`src/rtl/bsync_pkg.sv`:
```
package bsync_pkg;
   // width of a saturating counter that must reach the value n
   function automatic int sat_cnt_bits(input int n);
      return (n < 1) ? 1 : $clog2(n + 1);
   endfunction
endpackage

```
`src/rtl/bsync_bit_chain.sv`:
```
module bsync_bit_chain #(
   parameter int STAGES = 2
) (
   input  logic clk,
   input  logic rst_n,
   input  logic d,
   output logic tap_last,
   output logic tap_prev
);
   logic [STAGES-1:0] sr;

   always_ff @(posedge clk or negedge rst_n) begin
      if (!rst_n) sr <= '0;
      else        sr <= {sr[STAGES-2:0], d};
   end

   assign tap_last = sr[STAGES-1];
   assign tap_prev = sr[STAGES-2];
endmodule

```
`src/rtl/bsync_stage_chain.sv`:
```
module bsync_stage_chain #(
   parameter int WIDTH  = 128,
   parameter int STAGES = 2
) (
   input  logic             clk,
   input  logic             rst_n,
   input  logic [WIDTH-1:0] d,
   output logic [WIDTH-1:0] last_q,
   output logic [WIDTH-1:0] prev_q
);
   for (genvar b = 0; b < WIDTH; b++) begin : g_bit
      bsync_bit_chain #(.STAGES(STAGES)) u_chain (
         .clk      (clk),
         .rst_n    (rst_n),
         .d        (d[b]),
         .tap_last (last_q[b]),
         .tap_prev (prev_q[b])
      );
   end
endmodule

```
`src/rtl/bsync_eq_gate.sv`:
```
module bsync_eq_gate
   import bsync_pkg::*;
#(
   parameter int WIDTH  = 128,
   parameter int STAGES = 2
) (
   input  logic             clk,
   input  logic             rst_n,
   input  logic [WIDTH-1:0] last_q,
   input  logic [WIDTH-1:0] prev_q,
   output logic             agree,
   output logic             ready
);
   localparam int CW = sat_cnt_bits(STAGES);
   localparam logic [CW-1:0] FILL = CW'(STAGES);

   logic [CW-1:0] fill_cnt;

   // chain is only meaningful once every stage has seen a real sample
   always_ff @(posedge clk or negedge rst_n) begin
      if (!rst_n)                fill_cnt <= '0;
      else if (fill_cnt != FILL) fill_cnt <= fill_cnt + 1'b1;
   end

   assign ready = (fill_cnt == FILL);
   assign agree = (last_q == prev_q);
endmodule

```
`src/rtl/bsync_hold_reg.sv`:
```
module bsync_hold_reg #(
   parameter int WIDTH = 128
) (
   input  logic             clk,
   input  logic             rst_n,
   input  logic             load,
   input  logic [WIDTH-1:0] d,
   output logic [WIDTH-1:0] q,
   output logic             vld
);
   always_ff @(posedge clk or negedge rst_n) begin
      if (!rst_n) begin
         q   <= '0;
         vld <= 1'b0;
      end else begin
         vld <= load;
         if (load) q <= d;
      end
   end
endmodule

```
`src/rtl/bus_stable_sync.sv`:
```
module bus_stable_sync #(
   parameter int WIDTH  = 128,
   parameter int STAGES = 2
) (
   input  logic             clk_dst,
   input  logic             rst_dst_n,
   input  logic [WIDTH-1:0] bus_i,
   output logic [WIDTH-1:0] bus_o,
   output logic             valid_o
);
   if (WIDTH < 1) begin : g_bad_width
      $error("bus_stable_sync: WIDTH must be at least 1");
   end
   if (STAGES < 2 || STAGES > 200) begin : g_bad_stages
      $error("bus_stable_sync: STAGES must lie in 2..200");
   end

   logic [WIDTH-1:0] sync_last;
   logic [WIDTH-1:0] sync_prev;
   logic             agree;
   logic             ready;

   bsync_stage_chain #(.WIDTH(WIDTH), .STAGES(STAGES)) u_chain (
      .clk    (clk_dst),
      .rst_n  (rst_dst_n),
      .d      (bus_i),
      .last_q (sync_last),
      .prev_q (sync_prev)
   );

   bsync_eq_gate #(.WIDTH(WIDTH), .STAGES(STAGES)) u_gate (
      .clk    (clk_dst),
      .rst_n  (rst_dst_n),
      .last_q (sync_last),
      .prev_q (sync_prev),
      .agree  (agree),
      .ready  (ready)
   );

   bsync_hold_reg #(.WIDTH(WIDTH)) u_out (
      .clk   (clk_dst),
      .rst_n (rst_dst_n),
      .load  (agree && ready),
      .d     (sync_last),
      .q     (bus_o),
      .vld   (valid_o)
   );
endmodule

```
`config.mk`:
```
export PLATFORM = sky130hd
export DESIGN_NAME = bus_stable_sync
export DESIGN_NICKNAME = d
export VERILOG_FILES = /design/src/rtl/bsync_pkg.sv /design/src/rtl/bsync_bit_chain.sv /design/src/rtl/bsync_stage_chain.sv /design/src/rtl/bsync_eq_gate.sv /design/src/rtl/bsync_hold_reg.sv /design/src/rtl/bus_stable_sync.sv
export SDC_FILE = /design/constraint.sdc
export NUM_CORES = 1
export LEC_CHECK = 0
export BUFFER_PORTS_ARGS = -buffer_cell sky130_fd_sc_hd__clkbuf_2
export CAP_MARGIN = 5
export CORE_UTILIZATION = 54
export DETAILED_ROUTE_END_ITERATION = 6
export PLACE_DENSITY = 0.79
export SLEW_MARGIN = 20
export SYNTH_ARGS = -nofsm -noshare
export SYNTH_HDL_FRONTEND = slang
export SYNTH_HIERARCHICAL = 1
export SYNTH_SLANG_ARGS = --single-unit
```
`constraint.sdc`:
```
create_clock -name clk_dst -period 2.8 [get_ports clk_dst]
set_input_delay 0.28 -clock clk_dst [delete_from_list [all_inputs] [get_ports clk_dst]]
set_output_delay 0.28 -clock clk_dst [all_outputs]
set_load 0.05 [all_outputs]
```
# --- Word level (Yosys, flattened, before mapping) ---
# Index checks and enable logic that the tools add are counted.
word_totals:
  register_bits: 387
  in_bits: 130
op_classes:
  eq_ne: 3
  n_reduce_logical: 1
  n_addsub: 1
ops:
  columns: ["operator", "n"]
  rows:
  - ["128-bit == test", 1]
  - ["2-bit by 1-bit adder with 2-bit output, second input constant", 1]
  - ["2-bit == test, second input constant", 1]
  - ["2-bit != test, second input constant", 1]
  - ["1-bit logical AND", 1]

# --- Logic depth before layout (Yosys ltp) ---
depth:
  ltp_word: 2
  ltp_mapped: 9

# --- Cells and area by module ---
# The synthesis kept the hierarchy.
by_module_without_submodules:
  columns: ["mod", "area_each_um2", "seq_area_each_um2", "cells_per_inst", "n_inst"]
  rows:
  - ["bsync_bit_chain", 50.0, 50.0, 2, 128]
  - ["bsync_hold_reg", 4847.1, 3228.1, 271, 1]
  - ["bsync_eq_gate", 1477.7, 50.0, 178, 1]
  - ["bus_stable_sync", 6.3, 0.0, 1, 1]

# --- Least setup slack after synthesis ---
# No wires, ideal clock.
synth_path:
  kind: "register to register"
  startpoint: "reg u_chain.g_bit[85].u_chain.sr[0]"
  endpoint: "reg u_out.q[100]"
  required_ps: 2675
  arrival_ps: 1892
  setup_slack_ps: 784
  path_stages_with_launch: 10
  synth_period_minus_slack_ps: 2016
  path_buffers: 2
  path_cell_list: "dfrtp_1 > xnor2_1 > nand4_1 > nor4_1 > nand4_1 > nor2_1 > and2_1 > buf_6 > clkbuf_8 > mux2_2"
synth_between:
  elab_chain_len: 2
synth_lines:
  columns: ["element", "line", "source"]
  rows:
  - ["start, declared", "bsync_bit_chain.sv:10", "logic [STAGES-1:0] sr;"]
  - ["start signal, assigned", "bsync_bit_chain.sv:14", "else sr <= {sr[STAGES-2:0], d};"]
  - ["128-bit == test", "bsync_eq_gate.sv:26", "assign agree = (last_q == prev_q);"]
  - ["via agree", "bus_stable_sync.sv:20", "logic agree;"]
  - ["1-bit logical AND", "bus_stable_sync.sv:43", ".load (agree && ready),"]
  - ["end signal, assigned", "bsync_hold_reg.sv:13", "q <= '0;"]
  - ["end signal, assigned", "bsync_hold_reg.sv:17", "if (load) q <= d;"]
  - ["end, declared", "bsync_hold_reg.sv:8", "output logic [WIDTH-1:0] q,"]
# The timed path passes the listed nets, and every way through them passes these cells.
# A chain may end at the register's enable or synchronous reset.

# --- Final worst setup path ---
layout_path:
  startpoint: "reg u_chain.g_bit[126].u_chain.sr[0]"
  endpoint: "reg u_out.q[44]"
layout_between:
  elab_chain_len: 2
layout_lines:
  columns: ["element", "line"]
  rows:
  - ["start, declared", "bsync_bit_chain.sv:10"]
  - ["start signal, assigned", "bsync_bit_chain.sv:14"]
  - ["128-bit == test", "bsync_eq_gate.sv:26"]
  - ["via agree", "bus_stable_sync.sv:20"]
  - ["1-bit logical AND", "bus_stable_sync.sv:43"]
# The timed path passes the listed nets, and every way through them passes these cells.

==> flow_summary.toml <==
[worst_setup_path]
cp_common_cell = "nand4_1"
reg2reg_slack_ns = 0.20
cp_max_fo = 38
crit_cells = 9
arrival_ns = 3.00
critPathBufInv = 2
timing.rr.end = "u_out/q[44]$_DFFE_PN0P_"
crit_end = "u_out/q[44]$_DFFE_PN0P_"
cp-startpoint = "u_chain/g_bit[126].u_chain/sr[0]$_DFF_PN0_"
crit_path_max_incr_delay_ns = 0.40
endpoint_kind = "register"
reg2regPathDepth = 9
worstSetupPathType = "register to register"
crit_family = "simple AND/OR/NAND/NOR gates"
rr_startpoint = "u_chain/g_bit[126].u_chain/sr[0]$_DFF_PN0_"
start_kind = "register"
critPathSlowestCell = "nor4_2"
crit_path_cell_trace = "xnor2_1, nand4_1, nor4_2, buf_4, nand4_1, nor2_1, and2_4, buf_12, mux2_2"
crit_required_ns = 3.19

[clocking]
clock_sinks = 387
cts_root_buf = "clkbuf_16"
numCtsBuffers = 38
cts.htree.levels = 2
cts.clk_slew.worst_paths_ns = 0.06
clock_latency_ns = 0.51
clk_path_buf_depth = 3
cts_tree = "done"

[sta]
max_freq_ghz = 0.3840
maxSlewViolCount = 0
min_period_over_period_pct = 93.00
rsz0062_at_grt = "no"
setup-tns-final_ns = 0
worst_pin_slew_ns = 0.6063
layout_min_cycle_time_ns = 2.604
hold_violations = 0
setup_violations = 0
clock_skew_ns = 0.01458
relSlewSlack_pct = 59.58

[die]
die_h_um = 155.6
num_rows = 55
io_pins = 259
dieWidth_um = 155.6
coreArea_um2 = 22920
start_util_pct = 55.58
dieArea_um2 = 24210

[pwr]
power_leakage_nw = 8.233
clkPwrFrac_pct = 44.1
finalPower_mw = 11.61
seqPwrFrac_pct = 51.0
peakVddDrop_v = 0.0005978
p_per_area_nw_per_um2 = 680.1
combPwrFrac_pct = 5.0
swShare_pct = 20.66
p_sw_mw = 2.399
internal-power_mw = 9.211

[synth]
synthMuxAreaShare_pct = 11.32
syn_inst = 706
synth_compound_area_share_pct = 0.03929
synthFlopType = "dfrtp_1"
synth-xor-area-share_pct = 8.870
synth_common_cells = "dfrtp_1 (387), xnor2_1 (129), mux2_2 (128), nand4_1 (34), clkbuf_8 (8)"
synth_cell_type_count = 14
yosys.area_share.simple_pct = 2.220
synthAdderAreaFrac_pct = 0.09823
ys_seq_area_share_pct = 76.03
synth_top_family_by_area = "multiplexers"
ys_warn_count = 6
synth_area_leaders = "dfrtp_1 (76%), mux2_2 (11%), xnor2_1 (8.9%)"
async_reset_ff_share_pct = 100.0
yosys_register_bits = 387
synth_top_cell_area_share_pct = 76.03
synth_nets = 837
yosysTopAreaCell = "dfrtp_1"
netlist_area_um2 = 12740
synth_edf_count = 0
synth_most_common_cell = "dfrtp_1"
syn_avg_cell_area_um2 = 18.04

[status]
status = "complete, no violations"

[global_routing]
grt-ovfl-total = 0
grt_pass1_vias = 8093
grt_use_total_pct = 23.01
grt_antenna_before_repair = 0
grt_pass1_wl_um = 42740
grt_max_degree = 74

[placement]
portBuffers = 258
dp.cells = 1280
gp_congestion = 0.7488
dpl.hpwl_um = 16490

[detailed_routing]
drt-initial-drc-count = 199
drtAntennaViolNets = 0
firstDrtPassIters = 4
viasPerCell = 4.886
routedWlPerCell_um = 18.02
vias = 7211
drc = 0
drt_wl_total_um = 26600

[finish]
areaGrowthSynthToFinish_pct = 34.02
final-seq-area_um2 = 9684
nNetsFinal = 1267
num_antenna_cells = 0
multi_input_area_um2 = 2887
fillerInstances = 1385
drive_above_1_share_pct = 39.98
fin_util_pct = 74.49
layoutNonFillerInstCount = 1476

[flow_run]
maxCapViolations = 0

[hold_path]
hp-class = "primary input to async pin"
power by group through the flow:
| stage | logic, mW | clock network, mW | registers [mW] |
|---|---|---|---|
| after floorplan | 0.169 | 0 | 5.98 |
| after global placement | 0.415 | 0 | 6.00 |
| after detailed placement | 0.422 | 0 | 6.02 |
| after CTS | 0.575 | 5.21 | 5.92 |
| after global routing | 0.632 | 5.44 | 5.94 |
| final | 0.575 | 5.11 | 5.92 |
per-layer routing:
metal | GRT usage (%) | up-vias | share of wire, %
li1 | - | 3260 | -
met1 | 28.82 | 3662 | 40
met2 | 39.61 | 239 | 51
met3 | 6.167 | 50 | 7.0
met4 | 6.443 | 0 | 2.1
met5 | 0 | - | 0
kinds of logic after synthesis:
family / after synthesis
simple gates: 45
fa+ha+maj: 1
flops: 387
mux: 128
xor+xnor: 129
buf+inv: 15
compound gates: 1
per-stage QoR:
step | setup slack, ns | area (um2) | hold slack [ns]
2_1_floorplan | 0.7836 | 12740 | -0.01559
3_3_place_gp | 0.1339 | 14500 | 0.2965
3_5_place_dp | 0.1052 | 14500 | 0.2996
4_1_cts | 0.07569 | 17060 | 0.3741
5_1_grt | 0.06133 | 17070 | 0.3910
6_report | 0.1960 | 17070 | 0.3373
what timing repair did:
action | CTS | global route
setup endpoints to repair | 0 | 127
hold buffers | 129 | 0
endpoints found under the hold margin | 194 | 0
resized for setup | 0 | 2
setup buffers | 0 | 0
how the worst min path moves through the flow:
stage / startpoint / endpoint / slack (ns) / depth (start not counted)
floorplan: rst_dst_n / u_chain/g_bit[0].u_chain/sr[0]$_DFF_PN0_ / -0.02 / 0
global placement: rst_dst_n / u_out/q[114]$_DFFE_PN0P_ / 0.30 / 1
detailed placement: rst_dst_n / u_out/q[107]$_DFFE_PN0P_ / 0.30 / 1
CTS: rst_dst_n / u_out/q[114]$_DFFE_PN0P_ / 0.37 / 2
global route: rst_dst_n / u_chain/g_bit[107].u_chain/sr[0]$_DFF_PN0_ / 0.39 / 2
finish: rst_dst_n / u_chain/g_bit[107].u_chain/sr[1]$_DFF_PN0_ / 0.34 / 2
worst register-to-register path, delay by kind of cell, from the launching register on:
kind	cells	cell delay [ns]
XOR/XNOR	1	0.22
buffers and inverters	2	0.43
AND/OR/NAND/NOR	5	1.03
multiplexers	1	0.42
flip-flops	1	0.39
registers in the layout (all words and copies together), names as in the netlist:
name                      flops
u_chain/g_bit.u_chain/sr    256
u_gate/fill_cnt               2
u_out/q                     128
u_out/vld                     1
cells in the final DEF (no fill, tap or decap), types with 3 or more instances in the layout:
cell and n:
bufinv_16 3, buf_4 8, nor4_1 5, clkbuf_2 257
clkbuf_8 10, buf_12 9, clkbuf_16 39, xnor2_1 129
clkinv_2 5, dlygate4sd3_1 129, mux2_2 128, nand4_1 34
clkbuf_1 9, dfrtp_1 387, nor4_2 3
cell type report:
class,count,area share (%)
flip-flops and latches,387,56.73
multi-input cells,304,16.91
repair buffers,404,16.59
clock buffers,58,6.721
well taps,313,2.294
clock inverters,9,0.7256
inverters,1,0.02199
Power figures use the tool's default switching activity.
